### src/rtl/lwi_pkg.sv
package lwi_pkg;

    // Per-conversion comparison outcome against the two limits.
    typedef struct packed {
        logic at_or_below_lo;
        logic above_hi;
    } win_flags_t;

    function automatic logic is_outside(input win_flags_t f);
        return f.at_or_below_lo | f.above_hi;
    endfunction

endpackage

### src/rtl/lwi_window_cmp.sv
module lwi_window_cmp
    import lwi_pkg::*;
#(
    parameter int DATA_W = 16
) (
    input  logic [DATA_W-1:0] sample,
    input  logic [DATA_W-1:0] lo_lim,
    input  logic [DATA_W-1:0] hi_lim,
    output win_flags_t        flags
);
    // Lower side is inclusive, upper side strict.
    always_comb begin
        flags.at_or_below_lo = (sample <= lo_lim);
        flags.above_hi       = (sample >  hi_lim);
    end
endmodule

### src/rtl/lwi_persist_ctr.sv
module lwi_persist_ctr #(
    parameter int PERS_W = 4
) (
    input  logic              clk,
    input  logic              rst,
    input  logic              enable,
    input  logic              strobe,
    input  logic              outside,
    input  logic [PERS_W-1:0] setting,
    output logic              fire
);
    localparam logic [PERS_W-1:0] CNT_MAX = {PERS_W{1'b1}};

    logic [PERS_W-1:0] run_q;
    logic [PERS_W-1:0] run_nxt;

    always_comb begin
        if (!outside)
            run_nxt = '0;
        else if (run_q == CNT_MAX)
            run_nxt = CNT_MAX;
        else
            run_nxt = run_q + 1'b1;
    end

    // A zero setting fires on every strobe; otherwise the run must reach it.
    always_comb begin
        fire = 1'b0;
        if (enable && strobe) begin
            if (setting == '0)
                fire = 1'b1;
            else
                fire = outside && (run_nxt >= setting);
        end
    end

    always_ff @(posedge clk) begin
        if (rst || !enable)
            run_q <= '0;
        else if (strobe)
            run_q <= run_nxt;
    end
endmodule

### src/rtl/lwi_irq_latch.sv
module lwi_irq_latch (
    input  logic clk,
    input  logic rst,
    input  logic enable,
    input  logic set,
    input  logic clr,
    output logic pending
);
    // Set has priority over clear.
    always_ff @(posedge clk) begin
        if (rst || !enable)
            pending <= 1'b0;
        else if (set)
            pending <= 1'b1;
        else if (clr)
            pending <= 1'b0;
    end
endmodule

### src/rtl/lux_window_irq.sv
module lux_window_irq
    import lwi_pkg::*;
#(
    parameter int DATA_W = 16,
    parameter int PERS_W = 4
) (
    input  logic                clk,
    input  logic                rst,
    input  logic                conv_done,
    input  logic [DATA_W-1:0]   ch0_val,
    input  logic [DATA_W/2-1:0] lo_thr_lsb,
    input  logic [DATA_W/2-1:0] lo_thr_msb,
    input  logic [DATA_W/2-1:0] hi_thr_lsb,
    input  logic [DATA_W/2-1:0] hi_thr_msb,
    input  logic [PERS_W-1:0]   persist,
    input  logic                irq_en,
    input  logic                irq_clr,
    output logic                irq_n
);
    localparam int HALF_W = DATA_W / 2;

    logic [DATA_W-1:0] lo_lim;
    logic [DATA_W-1:0] hi_lim;
    win_flags_t        flags;
    logic              fire;
    logic              pending;

    // Limits assembled from their byte halves, upper half in the high bits.
    assign lo_lim = {lo_thr_msb, lo_thr_lsb};
    assign hi_lim = {hi_thr_msb, hi_thr_lsb};

    lwi_window_cmp #(.DATA_W(DATA_W)) u_cmp (
        .sample (ch0_val),
        .lo_lim (lo_lim),
        .hi_lim (hi_lim),
        .flags  (flags)
    );

    lwi_persist_ctr #(.PERS_W(PERS_W)) u_ctr (
        .clk     (clk),
        .rst     (rst),
        .enable  (irq_en),
        .strobe  (conv_done),
        .outside (is_outside(flags)),
        .setting (persist),
        .fire    (fire)
    );

    lwi_irq_latch u_latch (
        .clk     (clk),
        .rst     (rst),
        .enable  (irq_en),
        .set     (fire),
        .clr     (irq_clr),
        .pending (pending)
    );

    assign irq_n = ~pending;

    if (HALF_W * 2 != DATA_W) begin : g_width_check
        initial $error("DATA_W must be even");
    end
endmodule

### config.mk
export PLATFORM = sky130hd
export DESIGN_NAME = lux_window_irq
export DESIGN_NICKNAME = d
export VERILOG_FILES = /design/src/rtl/lwi_pkg.sv /design/src/rtl/lwi_window_cmp.sv /design/src/rtl/lwi_persist_ctr.sv /design/src/rtl/lwi_irq_latch.sv /design/src/rtl/lux_window_irq.sv
export SDC_FILE = /design/constraint.sdc
export NUM_CORES = 1
export LEC_CHECK = 0
export BUFFER_PORTS_ARGS = -buffer_cell sky130_fd_sc_hd__buf_2
export CAP_MARGIN = 0
export CORE_UTILIZATION = 35
export DETAILED_ROUTE_END_ITERATION = 6
export SETUP_SLACK_MARGIN = 0.3
export SYNTH_ARGS = -nofsm -noshare
export SYNTH_HDL_FRONTEND = slang
export SYNTH_SLANG_ARGS = --single-unit
### constraint.sdc
create_clock -name clk -period 5.4 [get_ports clk]
set_clock_uncertainty 0.1 [all_clocks]
set_input_delay 0.81 -clock clk [delete_from_list [all_inputs] [get_ports clk]]
set_output_delay 0.81 -clock clk [all_outputs]
set_load 0.005 [all_outputs]
==> impl_metrics.xml, run 1 <==
<?xml version="1.0" encoding="UTF-8"?>
<metrics>
  <group name="run_status">
    <metric name="outcome" unit="">finished, final reports clean</metric>
  </group>
  <group name="clocking">
    <metric name="cts_tree" unit="">built</metric>
    <metric name="clock_transition_time_at_the_flip_flop_clock_pins_of_the_worst_setup_and_hold_paths" unit="ps">50</metric>
    <metric name="cts_repair_resize_count" unit="">0</metric>
    <metric name="buffer_count_from_post_cts_setup_fixing" unit="">0</metric>
    <metric name="ctsRootBufferMaster" unit="">sky130_fd_sc_hd__clkbuf_4</metric>
    <metric name="clock_insertion_delay_worst_skew" unit="ps">250</metric>
    <metric name="tritoncts.num_buffers" unit="">3</metric>
    <metric name="clk_path_buf_depth" unit="">2</metric>
    <metric name="cts.hold.buffers_added" unit="">0</metric>
    <metric name="clock_tree.htree_level_count" unit="">1</metric>
    <metric name="clock_sinks" unit="">5</metric>
  </group>
  <group name="synthesis">
    <metric name="basic_gate_share_of_the_synthesized_area_counting_and_or_nand_and_nor_cells" unit="">0.191</metric>
    <metric name="synth_xor_xnor_area_share" unit="">0</metric>
    <metric name="main_combinational_cell_family_by_area_after_synthesis" unit="">adder cells</metric>
    <metric name="adder_cell_area_share_of_the_yosys_netlist" unit="">0.396</metric>
    <metric name="synth.avg_cell_area" unit="µm²">7.65</metric>
    <metric name="netlist_area" unit="µm²">1170</metric>
    <metric name="synth.lib_cells_used.distinct" unit="">30</metric>
    <metric name="ys.warnings.count" unit="">0</metric>
    <metric name="synth_compound_area_frac" unit="">0.203</metric>
    <metric name="synth_mux_area_frac" unit="">0.00856</metric>
    <metric name="synth-seq-cells" unit="">5</metric>
    <metric name="yosysSeqAreaShare" unit="">0.0856</metric>
    <metric name="synth_nets" unit="">247</metric>
    <metric name="post_syn_instances" unit="">153</metric>
  </group>
  <group name="timing">
    <metric name="max_freq" unit="GHz">0.287</metric>
    <metric name="min_period_over_period" unit="">0.645</metric>
    <metric name="final-setup-viol-count" unit="">0</metric>
    <metric name="period_minus_slack" unit="ps">3490</metric>
    <metric name="hold_ws" unit="ps">416</metric>
    <metric name="slew_headroom" unit="">0.799</metric>
    <metric name="worstMarginPinSlew" unit="ps">301</metric>
    <metric name="final_hold_vios" unit="">0</metric>
    <metric name="timing_max_transition_violations_final" unit="">0</metric>
    <metric name="timing.setup.tns" unit="ps">0</metric>
    <metric name="setup_repair_after_global_routing_missed_its_margin" unit="">no</metric>
  </group>
  <group name="setup_path">
    <metric name="reg2reg_from" unit="">u_ctr.run_q[0]$_SDFFE_PP0P_</metric>
    <metric name="reg2regPathDepth" unit="">11</metric>
    <metric name="critPathTopFamily" unit="">compound AO/OA/AOI/OAI gates</metric>
    <metric name="r2r_slack" unit="ps">3280</metric>
    <metric name="crit_buf_inv" unit="">1</metric>
    <metric name="timing.setup.critical_path_class" unit="">input port to register</metric>
    <metric name="critPathMaxFanout" unit="">9</metric>
    <metric name="path_cells" unit="">buf_2, ha_1, a21o_1, a221o_1, a221oi_2, o21ai_1, a221o_2, nand2_1, ha_1, nand2b_1, a21oi_1, nor2b_1, o21ai_0, nand2b_1, a32o_1</metric>
    <metric name="worst-endpoint-required" unit="ps">5440</metric>
    <metric name="worst_setup_path_start_kind" unit="">input port</metric>
    <metric name="r2r_end" unit="">u_latch.pending$_SDFFE_PP0P_</metric>
    <metric name="critical_path_arrival" unit="ps">3530</metric>
    <metric name="critical-path-max-stage-delay" unit="ps">460</metric>
    <metric name="timing.critical_path.to_type" unit="">register</metric>
    <metric name="worst_path_max_delay_cell" unit="">sky130_fd_sc_hd__a221o_2</metric>
  </group>
  <group name="power">
    <metric name="vdd_ir_drop_max" unit="mV">0.0379</metric>
    <metric name="sw_frac_of_total" unit="">0.352</metric>
    <metric name="power_per_cell_area" unit="nW/µm²">110</metric>
    <metric name="power.internal" unit="µW">110</metric>
    <metric name="p_leak" unit="nW">0.951</metric>
    <metric name="combinational_power_share" unit="">0.508</metric>
    <metric name="seq_power_share" unit="">0.225</metric>
    <metric name="power.net_switching" unit="µW">59.6</metric>
    <metric name="clock_group_share_of_total_power" unit="">0.267</metric>
  </group>
  <group name="finish">
    <metric name="ratio_of_cells_with_drive_above_1_in_the_final_layout" unit="">0.290</metric>
    <metric name="num-fill-cells" unit="">338</metric>
    <metric name="layout.cells.most_common" unit="">sky130_fd_sc_hd__buf_2</metric>
    <metric name="layout.nets" unit="">309</metric>
    <metric name="synthesis_to_layout_area_growth" unit="%">31.3</metric>
    <metric name="diodes" unit="">0</metric>
    <metric name="layout.cells.most_common_list" unit="">sky130_fd_sc_hd__buf_2, sky130_fd_sc_hd__ha_1, sky130_fd_sc_hd__inv_1</metric>
    <metric name="final_core_utilization" unit="">0.495</metric>
    <metric name="final_instance_count_without_filler_cells" unit="">258</metric>
  </group>
  <group name="worst_hold_path">
    <metric name="worst_hold_path_ep" unit="">u_ctr.run_q[1]$_SDFFE_PP0P_</metric>
    <metric name="hp-start" unit="">u_ctr.run_q[1]$_SDFFE_PP0P_</metric>
    <metric name="hold_crit_depth" unit="">1</metric>
    <metric name="hold_path.class" unit="">register to register</metric>
  </group>
  <group name="global_routing">
    <metric name="first_global_vias" unit="">1205</metric>
    <metric name="grt_max_degree" unit="">10</metric>
    <metric name="track_usage" unit="">0.162</metric>
    <metric name="overflow" unit="">0</metric>
    <metric name="antenna_violations_before_repair" unit="">0</metric>
    <metric name="grt_pass1_wl" unit="µm">4510</metric>
  </group>
  <group name="floorplan">
    <metric name="floorplan.initialDensity" unit="">0.377</metric>
    <metric name="std_cell_rows" unit="">20</metric>
    <metric name="floorplan.core_area" unit="µm²">3100</metric>
    <metric name="die_boundary_width" unit="µm">59.8</metric>
    <metric name="dieArea" unit="µm²">3580</metric>
    <metric name="ioPinCount" unit="">58</metric>
    <metric name="die-height" unit="µm">59.8</metric>
  </group>
  <group name="detailed_routing">
    <metric name="wl" unit="µm">2620</metric>
    <metric name="detailedRoute.firstIterationViolations" unit="">14</metric>
    <metric name="detailedRoute.firstPassIterationCount" unit="">4</metric>
    <metric name="post_drt_via_cell_ratio" unit="">4.81</metric>
    <metric name="wl_per_cell" unit="µm">10.1</metric>
    <metric name="routed-via-count" unit="">1242</metric>
    <metric name="detail-route-antenna-nets" unit="">0</metric>
    <metric name="route.detailed.drc" unit="">0</metric>
  </group>
  <group name="placed_design">
    <metric name="placed_cells" unit="">254</metric>
    <metric name="io_buffer_count" unit="">57</metric>
    <metric name="dp_hpwl" unit="µm">2470</metric>
    <metric name="gp_routability_congestion" unit="">0.793</metric>
  </group>
  <group name="flow_run">
    <metric name="max_cap_viol_count" unit="">0</metric>
  </group>
</metrics>
## metrics by stage
step	setup WS (ps)	total power [mW]	cell area [µm²]
after detailed placement	1630	0.126	1510
after floorplan	1890	0.0897	1170
final	1910	0.169	1540
after CTS	1890	0.173	1540
after global routing	1740	0.189	1540
after global placement	1670	0.122	1510
## power by group through the flow
stage	Combinational, mW	Clock, mW	Sequential (mW)
6_report	0.0861	0.0452	0.0382
5_1_grt	0.102	0.0488	0.0383
4_1_cts	0.0878	0.0470	0.0382
3_5_place_dp	0.0871	0	0.0390
3_3_place_gp	0.0832	0	0.0389
2_1_floorplan	0.0509	0	0.0388
## cells by family (layout without fill, tap and decap cells)
logic type | count (synthesis) | count (layout)
AO/OA/AOI/OAI | 33 | 33
AND/OR/NAND/NOR | 41 | 41
buffers and inverters | 36 | 97
flip-flops | 5 | 5
adder cells (fa/ha/maj) | 37 | 37
multiplexers | 1 | 1
## worst register-to-register path: cells and delay by family (launching register included)
kind	cells	cell delay [ps]
AOI/OAI and AO/OA	3	500
adders and majority gates	2	500
DFF	1	370
and+or+nand+nor	6	550
## routing by layer
metal	routed length, µm	global-route usage	vias to the layer above	share of wire
met5	0	0	-	0
met4	17	0.0266	0	0.0065
met3	114	0.0238	2	0.044
met2	1300	0.303	37	0.50
met1	1190	0.195	543	0.45
li1	-	-	660	-
## state kept, by name, summed over array words and instances (netlist names)
| register | count |
|---|---|
| u_ctr.run_q | 4 |
| u_latch.pending | 1 |
## layout make-up
class | instances | area, µm² | share of cell area
clock buffer | 4 | 26.3 | 0.0171
inverter | 36 | 135 | 0.0879
multi-input combinational | 112 | 935 | 0.608
sequential | 5 | 100 | 0.0651
tap | 44 | 55.1 | 0.0358
timing repair buffer | 57 | 285 | 0.186
## synth_stat cells
| master | count | area (µm²) |
|---|---|---|
| sky130_fd_sc_hd__nand3_1 | 6 | 30.0 |
| sky130_fd_sc_hd__ha_1 | 37 | 463 |
| sky130_fd_sc_hd__nand3b_1 | 1 | 7.51 |
| sky130_fd_sc_hd__and4_1 | 2 | 17.5 |
| sky130_fd_sc_hd__nand2_1 | 10 | 37.5 |
| sky130_fd_sc_hd__a221oi_2 | 1 | 15.0 |
| sky130_fd_sc_hd__a32o_1 | 3 | 30.0 |
| sky130_fd_sc_hd__a221o_2 | 1 | 11.3 |
| sky130_fd_sc_hd__o21ai_1 | 1 | 5.00 |
| sky130_fd_sc_hd__nor4_1 | 1 | 6.26 |
| sky130_fd_sc_hd__o211ai_1 | 2 | 15.0 |
| sky130_fd_sc_hd__o211a_1 | 2 | 20.0 |
| sky130_fd_sc_hd__nor2b_1 | 6 | 37.5 |
| sky130_fd_sc_hd__o21ai_0 | 4 | 20.0 |
| sky130_fd_sc_hd__a21oi_1 | 11 | 55.1 |
| sky130_fd_sc_hd__a211oi_1 | 2 | 15.0 |
| sky130_fd_sc_hd__inv_1 | 36 | 135 |
| sky130_fd_sc_hd__nor3_1 | 1 | 5.00 |
| sky130_fd_sc_hd__dfxtp_1 | 5 | 100 |
| sky130_fd_sc_hd__and2_1 | 2 | 12.5 |
| sky130_fd_sc_hd__a221o_1 | 1 | 10.0 |
| sky130_fd_sc_hd__and2_0 | 1 | 6.26 |
| sky130_fd_sc_hd__a22o_1 | 3 | 26.3 |
| sky130_fd_sc_hd__nand4_1 | 3 | 18.8 |
| sky130_fd_sc_hd__mux2i_1 | 1 | 10.0 |
| sky130_fd_sc_hd__a21o_1 | 2 | 15.0 |
| sky130_fd_sc_hd__and3_1 | 1 | 6.26 |
| sky130_fd_sc_hd__nor2_1 | 2 | 7.51 |
| sky130_fd_sc_hd__or3_1 | 1 | 6.26 |
| sky130_fd_sc_hd__nand2b_1 | 4 | 25.0 |
## how the worst max path moves through the flow
stage	from	endpoint	slack, ps	cells past startpoint
2_1_floorplan	hi_thr_msb[1]	u_latch.pending$_SDFFE_PP0P_	1890	15
3_3_place_gp	ch0_val[9]	u_latch.pending$_SDFFE_PP0P_	1670	15
3_5_place_dp	ch0_val[9]	u_latch.pending$_SDFFE_PP0P_	1630	15
4_1_cts	ch0_val[9]	u_latch.pending$_SDFFE_PP0P_	1890	15
5_1_grt	ch0_val[9]	u_latch.pending$_SDFFE_PP0P_	1740	15
6_report	ch0_val[9]	u_latch.pending$_SDFFE_PP0P_	1910	15
Power figures use the tool's default switching activity.
==> run 2: changes to the inputs <==
Clock period 5.4 ns to 3.59 ns, I/O delays scaled along.
==> run 2 against run 1 <==
  * Hold slack worse by 7.9 ps
  * Sequential share of layout area fell by 0.12 points
  * Non-clock buffer count grew 2
  * Final area up 2.0%
  * Register-to-register slack lost 1800 ps
  * Total power up 55%
  * Setup slack worse by 1500 ps
  * Combinational power up 59%
  * Core utilization rose by 0.97 points
  * Clock power increased by 49%
  * Clock-buffer cell count did not move
==> impl_metrics.xml, run 2 (synthesis gave the netlist of run 1 again) <==
<?xml version="1.0" encoding="UTF-8"?>
<metrics>
  <group name="setup_path">
    <metric name="timing.critical_path.to_type" unit="">register</metric>
    <metric name="critical_path_arrival" unit="ps">3220</metric>
    <metric name="r2r_end" unit="">u_latch.pending$_SDFFE_PP0P_</metric>
    <metric name="worst_setup_path_start_kind" unit="">input port</metric>
    <metric name="critPathMaxFanout" unit="">4</metric>
    <metric name="worst_path_max_delay_cell" unit="">sky130_fd_sc_hd__a221o_2</metric>
    <metric name="worst-endpoint-required" unit="ps">3630</metric>
    <metric name="reg2reg_from" unit="">u_ctr.run_q[0]$_SDFFE_PP0P_</metric>
    <metric name="timing.setup.critical_path_class" unit="">input port to register</metric>
    <metric name="critical-path-max-stage-delay" unit="ps">420</metric>
    <metric name="path_common_cell" unit="">sky130_fd_sc_hd__ha_1</metric>
    <metric name="critPathTopFamily" unit="">simple AND/OR/NAND/NOR gates</metric>
    <metric name="path_cells" unit="">buf_2, ha_1, and4_4, nand4_1, or3_1, a221o_2, buf_4, o211a_1, ha_1, nor2b_1, o21ai_0, nand2b_1, a32o_1</metric>
    <metric name="critical_path.endpoint" unit="">u_latch.pending$_SDFFE_PP0P_</metric>
    <metric name="path_depth" unit="">13</metric>
    <metric name="reg2regPathDepth" unit="">11</metric>
    <metric name="r2r_slack" unit="ps">1450</metric>
    <metric name="crit_buf_inv" unit="">2</metric>
    <metric name="cp-startpoint" unit="">ch0_val[15]</metric>
  </group>
  <group name="finish">
    <metric name="layout.nets" unit="">311</metric>
    <metric name="largestRegisters" unit="">u_ctr.run_q: 4 flops, u_latch.pending: 1 flops</metric>
    <metric name="top_register_by_number_of_flip_flops" unit="">u_ctr.run_q</metric>
    <metric name="layout.cells.most_common_list" unit="">sky130_fd_sc_hd__buf_2, sky130_fd_sc_hd__inv_1, sky130_fd_sc_hd__ha_1</metric>
    <metric name="ratio_of_cells_with_drive_above_1_in_the_final_layout" unit="">0.306</metric>
    <metric name="synthesis_to_layout_area_growth" unit="%">33.9</metric>
    <metric name="diodes" unit="">0</metric>
    <metric name="final_core_utilization" unit="">0.505</metric>
    <metric name="num-fill-cells" unit="">341</metric>
    <metric name="layout.cells.most_common" unit="">sky130_fd_sc_hd__buf_2</metric>
    <metric name="flip_flop_count_of_the_largest_register_after_layout" unit="">4</metric>
  </group>
  <group name="detailed_routing">
    <metric name="detailedRoute.firstPassIterationCount" unit="">4</metric>
    <metric name="wl_per_cell" unit="µm">10.5</metric>
    <metric name="detail-route-antenna-nets" unit="">0</metric>
    <metric name="wl" unit="µm">2720</metric>
    <metric name="detailedRoute.firstIterationViolations" unit="">69</metric>
    <metric name="post_drt_via_cell_ratio" unit="">4.88</metric>
    <metric name="route.detailed.drc" unit="">0</metric>
    <metric name="routed-via-count" unit="">1268</metric>
  </group>
  <group name="floorplan">
    <metric name="floorplan.initialDensity" unit="">0.377</metric>
    <metric name="dieArea" unit="µm²">3580</metric>
    <metric name="die-height" unit="µm">59.8</metric>
    <metric name="std_cell_rows" unit="">20</metric>
    <metric name="floorplan.core_area" unit="µm²">3100</metric>
    <metric name="ioPinCount" unit="">58</metric>
    <metric name="die_boundary_width" unit="µm">59.8</metric>
  </group>
  <group name="timing">
    <metric name="max_freq" unit="GHz">0.315</metric>
    <metric name="timing.setup.tns" unit="ps">0</metric>
    <metric name="worstMarginPinSlew" unit="ps">295</metric>
    <metric name="timing_max_transition_violations_final" unit="">0</metric>
    <metric name="final_hold_vios" unit="">0</metric>
    <metric name="setup_repair_after_global_routing_missed_its_margin" unit="">no</metric>
    <metric name="post-route-worst-setup-slack" unit="ps">414</metric>
    <metric name="min_period_over_period" unit="">0.885</metric>
    <metric name="final-setup-viol-count" unit="">0</metric>
    <metric name="hold_ws" unit="ps">408</metric>
    <metric name="period_minus_slack" unit="ps">3180</metric>
    <metric name="slew_headroom" unit="">0.803</metric>
  </group>
  <group name="flow_run">
    <metric name="max_cap_viol_count" unit="">0</metric>
  </group>
  <group name="worst_hold_path">
    <metric name="hold_path.class" unit="">register to register</metric>
    <metric name="hold_crit_depth" unit="">1</metric>
  </group>
  <group name="clocking">
    <metric name="clock_tree.htree_level_count" unit="">1</metric>
    <metric name="clock_insertion_delay_worst_skew" unit="ps">250</metric>
    <metric name="clock_sinks" unit="">5</metric>
    <metric name="cts_tree" unit="">built</metric>
    <metric name="cts.hold.buffers_added" unit="">0</metric>
    <metric name="clk_path_buf_depth" unit="">2</metric>
    <metric name="clock_transition_time_at_the_flip_flop_clock_pins_of_the_worst_setup_and_hold_paths" unit="ps">50</metric>
    <metric name="ctsRootBufferMaster" unit="">sky130_fd_sc_hd__clkbuf_4</metric>
    <metric name="tritoncts.num_buffers" unit="">3</metric>
  </group>
  <group name="global_routing">
    <metric name="antenna_violations_before_repair" unit="">0</metric>
    <metric name="first_global_vias" unit="">1201</metric>
    <metric name="track_usage" unit="">0.164</metric>
    <metric name="overflow" unit="">0</metric>
    <metric name="grt_max_degree" unit="">10</metric>
    <metric name="grt_pass1_wl" unit="µm">4550</metric>
  </group>
  <group name="power">
    <metric name="total_power" unit="µW">262</metric>
    <metric name="p_leak" unit="nW">0.961</metric>
    <metric name="power_per_cell_area" unit="nW/µm²">167</metric>
    <metric name="vdd_ir_drop_max" unit="mV">0.0662</metric>
  </group>
  <group name="placed_design">
    <metric name="dp_hpwl" unit="µm">2490</metric>
    <metric name="io_buffer_count" unit="">57</metric>
    <metric name="gp_routability_congestion" unit="">0.793</metric>
    <metric name="pre_cts_ws" unit="ps">99.4</metric>
  </group>
  <group name="run_status">
    <metric name="outcome" unit="">finished, final reports clean</metric>
  </group>
</metrics>
-- run 2: cell types whose count changed in the layout (fill, tap and decap cells not counted), sizes merged --
cell / before / now
buf: 57 / 59
-- run 2: through the flow --
stage                     cells  area (µm²)
after floorplan             153        1170
after global placement      254        1510
after detailed placement    254        1510
after CTS                   258        1540
after global routing        260        1570
final                       260        1570
-- run 2: area by class of cell --
cell class                      instances  area, µm²  area share
Multi-Input combinational cell        112        950       0.606
Timing Repair Buffer                   59        300       0.192
Inverter                               36        135      0.0863
Sequential cell                         5        100      0.0639
Tap cell                               44       55.1      0.0351
Clock buffer                            4       26.3      0.0168
-- run 2: layer usage --
| layer | wire [µm] | GRT usage | up-vias | share of wire |
|---|---|---|---|---|
| li1 | - | - | 663 | - |
| met1 | 1240 | 0.195 | 569 | 0.45 |
| met5 | 0 | 0 | - | 0 |
| met4 | 6 | 0.0199 | 0 | 0.0022 |
| met2 | 1350 | 0.308 | 34 | 0.50 |
| met3 | 131 | 0.0303 | 2 | 0.048 |
-- run 2: what timing repair did --
item | 4_1_cts | 5_1_grt
buffers inserted | 0 | 2
gates resized for setup | 0 | 2
endpoints found under the setup margin | 0 | 1
-- run 2: how the worst min path moves through the flow --
stage                                           start                     endpoint  slack [ps]
after detailed placement  u_ctr.run_q[1]$_SDFFE_PP0P_  u_ctr.run_q[1]$_SDFFE_PP0P_         400
after CTS                 u_ctr.run_q[1]$_SDFFE_PP0P_  u_ctr.run_q[1]$_SDFFE_PP0P_         410
after global placement    u_ctr.run_q[1]$_SDFFE_PP0P_  u_ctr.run_q[1]$_SDFFE_PP0P_         390
after floorplan           u_ctr.run_q[1]$_SDFFE_PP0P_  u_ctr.run_q[1]$_SDFFE_PP0P_         370
final                     u_ctr.run_q[1]$_SDFFE_PP0P_  u_ctr.run_q[1]$_SDFFE_PP0P_         410
after global routing      u_ctr.run_q[1]$_SDFFE_PP0P_  u_ctr.run_q[1]$_SDFFE_PP0P_         440
-- run 2: power by group --
group          switching [mW]  internal (mW)  leakage, nW
combinational          0.0658         0.0715        0.905
sequential           0.000795         0.0567       0.0404
clock                  0.0253         0.0422       0.0150
==> run 3: changes to the inputs <==
Settings changed: CELL_PAD_IN_SITES_DETAIL_PLACEMENT set to 1, CELL_PAD_IN_SITES_GLOBAL_PLACEMENT set to 2, CORE_UTILIZATION 35 to 24, PLACE_DENSITY_LB_ADDON set to 0.1.
==> run 3 against run 2 <==
  * Critical path depth increased by 2
  * Sequential power increased by 0.9%
  * Critical endpoint unchanged
  * Global-route usage decreased by 3.2 points
  * Sequential share of layout area decreased by 0.40 points
  * Clock-buffer cell count unchanged
  * Critical path type unchanged
  * Hold slack improved by 38 ps
  * Largest power group unchanged
  * Clock power increased by 54%
  * Via count decreased by 0.32%
  * Setup slack improved by 46 ps
  * Flip-flop and latch count unchanged
  * Cell count increased by 3.5%
==> impl_metrics.xml, run 3 (synthesis gave the netlist of run 1 again) <==
<?xml version="1.0" encoding="UTF-8"?>
<metrics>
  <group name="placed_design">
    <metric name="placed_cells" unit="">264</metric>
    <metric name="gp_routability_congestion" unit="">0.716</metric>
    <metric name="dp_hpwl" unit="µm">2970</metric>
    <metric name="io_buffer_count" unit="">57</metric>
    <metric name="placement.cell_area" unit="µm²">1520</metric>
  </group>
  <group name="global_routing">
    <metric name="overflow" unit="">0</metric>
    <metric name="grt_pass1_wl" unit="µm">5500</metric>
    <metric name="first_global_vias" unit="">1298</metric>
    <metric name="antenna_violations_before_repair" unit="">0</metric>
    <metric name="track_usage" unit="">0.132</metric>
    <metric name="grt_max_degree" unit="">7</metric>
  </group>
  <group name="timing">
    <metric name="min_period_over_period" unit="">0.872</metric>
    <metric name="timing.setup.tns" unit="ps">0</metric>
    <metric name="setup_repair_after_global_routing_missed_its_margin" unit="">no</metric>
    <metric name="timing_max_transition_violations_final" unit="">0</metric>
    <metric name="final_hold_vios" unit="">0</metric>
    <metric name="max_freq" unit="GHz">0.319</metric>
    <metric name="slew_headroom" unit="">0.788</metric>
    <metric name="worstMarginPinSlew" unit="ps">315</metric>
    <metric name="period_minus_slack" unit="ps">3130</metric>
    <metric name="final-setup-viol-count" unit="">0</metric>
    <metric name="hold_ws" unit="ps">447</metric>
  </group>
  <group name="setup_path">
    <metric name="critPathTopFamily" unit="">compound AO/OA/AOI/OAI gates</metric>
    <metric name="crit_buf_inv" unit="">1</metric>
    <metric name="timing.critical_path.to_type" unit="">register</metric>
    <metric name="worst-endpoint-required" unit="ps">3600</metric>
    <metric name="worst_setup_path_start_kind" unit="">input port</metric>
    <metric name="critical-path-max-stage-delay" unit="ps">440</metric>
    <metric name="timing.setup.critical_path_class" unit="">input port to register</metric>
    <metric name="worst_path_max_delay_cell" unit="">sky130_fd_sc_hd__a221o_2</metric>
    <metric name="critical_path_arrival" unit="ps">3140</metric>
    <metric name="path_cells" unit="">buf_4, ha_4, and2_4, a221o_1, a221oi_2, o21ai_1, a221o_2, nand2_2, ha_4, nand2b_4, a21oi_2, nor2b_1, o21ai_1, nand2b_1, a32o_1</metric>
    <metric name="critPathMaxFanout" unit="">4</metric>
  </group>
  <group name="power">
    <metric name="sw_frac_of_total" unit="">0.326</metric>
    <metric name="p_leak" unit="nW">0.971</metric>
    <metric name="seq_power_share" unit="">0.184</metric>
    <metric name="clock_group_share_of_total_power" unit="">0.330</metric>
    <metric name="combinational_power_share" unit="">0.487</metric>
    <metric name="power_per_cell_area" unit="nW/µm²">189</metric>
    <metric name="power.net_switching" unit="µW">103</metric>
    <metric name="power.internal" unit="µW">213</metric>
    <metric name="vdd_ir_drop_max" unit="mV">0.121</metric>
  </group>
  <group name="finish">
    <metric name="top_register_by_number_of_flip_flops" unit="">u_ctr.run_q</metric>
    <metric name="largestRegisters" unit="">u_ctr.run_q: 4 flops, u_latch.pending: 1 flops</metric>
    <metric name="ratio_of_cells_with_drive_above_1_in_the_final_layout" unit="">0.367</metric>
    <metric name="layout.nets" unit="">310</metric>
    <metric name="layout.cells.most_common_list" unit="">sky130_fd_sc_hd__buf_2, sky130_fd_sc_hd__inv_1, sky130_fd_sc_hd__ha_1</metric>
    <metric name="num-fill-cells" unit="">595</metric>
    <metric name="finish.instance_area" unit="µm²">1670</metric>
    <metric name="synthesis_to_layout_area_growth" unit="%">42.9</metric>
    <metric name="flip_flop_count_of_the_largest_register_after_layout" unit="">4</metric>
    <metric name="diodes" unit="">0</metric>
    <metric name="layout.cells.most_common" unit="">sky130_fd_sc_hd__buf_2</metric>
    <metric name="final_instance_count_without_filler_cells" unit="">269</metric>
  </group>
  <group name="detailed_routing">
    <metric name="detailedRoute.firstIterationViolations" unit="">37</metric>
    <metric name="wl_per_cell" unit="µm">12.1</metric>
    <metric name="route.detailed.drc" unit="">0</metric>
    <metric name="detailedRoute.firstPassIterationCount" unit="">6</metric>
    <metric name="detail-route-antenna-nets" unit="">0</metric>
    <metric name="post_drt_via_cell_ratio" unit="">4.70</metric>
    <metric name="routed-via-count" unit="">1264</metric>
    <metric name="wl" unit="µm">3260</metric>
  </group>
  <group name="floorplan">
    <metric name="floorplan.initialDensity" unit="">0.249</metric>
    <metric name="die-height" unit="µm">71.8</metric>
    <metric name="floorplan.core_area" unit="µm²">4690</metric>
    <metric name="std_cell_rows" unit="">25</metric>
    <metric name="dieArea" unit="µm²">5160</metric>
    <metric name="ioPinCount" unit="">58</metric>
    <metric name="die_boundary_width" unit="µm">71.8</metric>
  </group>
  <group name="clocking">
    <metric name="cts.hold.buffers_added" unit="">0</metric>
    <metric name="tritoncts.num_buffers" unit="">3</metric>
    <metric name="ctsRootBufferMaster" unit="">sky130_fd_sc_hd__clkbuf_8</metric>
    <metric name="clock_transition_time_at_the_flip_flop_clock_pins_of_the_worst_setup_and_hold_paths" unit="ps">40</metric>
    <metric name="clk_path_buf_depth" unit="">2</metric>
    <metric name="clock_sinks" unit="">5</metric>
    <metric name="clock_insertion_delay_worst_skew" unit="ps">220</metric>
    <metric name="cts_tree" unit="">built</metric>
    <metric name="clock_tree.htree_level_count" unit="">1</metric>
  </group>
  <group name="worst_hold_path">
    <metric name="hold_path.class" unit="">register to register</metric>
  </group>
  <group name="run_status">
    <metric name="outcome" unit="">finished, final reports clean</metric>
  </group>
  <group name="flow_run">
    <metric name="max_cap_viol_count" unit="">0</metric>
  </group>
</metrics>
run 3: final cells by class:
class	instances	area, µm²	area share
multi-input cells	112	1030	0.615
repair buffers	58	295	0.177
well taps	54	67.6	0.0404
flip-flops and latches	5	100	0.0599
inverters	36	135	0.0808
clock buffers	4	45.0	0.0269
run 3: path summary, 6_finish.rpt:
kind / startpoint / endpoint / slack, ps / depth (start not counted)
max: ch0_val[10] / u_latch.pending$_SDFFE_PP0P_ / 460 / 15
min: u_ctr.run_q[1]$_SDFFE_PP0P_ / u_ctr.run_q[1]$_SDFFE_PP0P_ / 450 / 1
max reg2reg: u_ctr.run_q[0]$_SDFFE_PP0P_ / u_latch.pending$_SDFFE_PP0P_ / 1490 / 11
min reg2reg: u_ctr.run_q[1]$_SDFFE_PP0P_ / u_ctr.run_q[1]$_SDFFE_PP0P_ / 450 / 1
run 3: timing repair:
action	CTS	global route
resized for setup	0	19
pin swaps	1	9
setup endpoints to repair	1	1
buffers inserted	1	0
run 3: per-stage QoR:
stage	power [mW]	worst slack [ps]	util
2_1_floorplan	0.135	348	-
3_3_place_gp	0.188	86.6	0.325
3_5_place_dp	0.194	18.2	0.325
4_1_cts	0.304	334	0.336
5_1_grt	0.351	289	0.356
6_report	0.316	460	0.356
run 3: power groups by stage:
stage / logic [mW] / registers, mW / clock network, mW
4_1_cts: 0.138 / 0.0580 / 0.108
3_3_place_gp: 0.129 / 0.0587 / 0
5_1_grt: 0.179 / 0.0580 / 0.114
6_report: 0.154 / 0.0580 / 0.104
3_5_place_dp: 0.135 / 0.0588 / 0
2_1_floorplan: 0.0765 / 0.0584 / 0
run 3: per-layer routing:
metal,global-route usage,up-vias,part of all wire
met1,0.164,571,0.46
met5,0,-,0
met2,0.244,30,0.50
met4,0.0196,0,0
li1,-,663,-
met3,0.0183,0,0.035
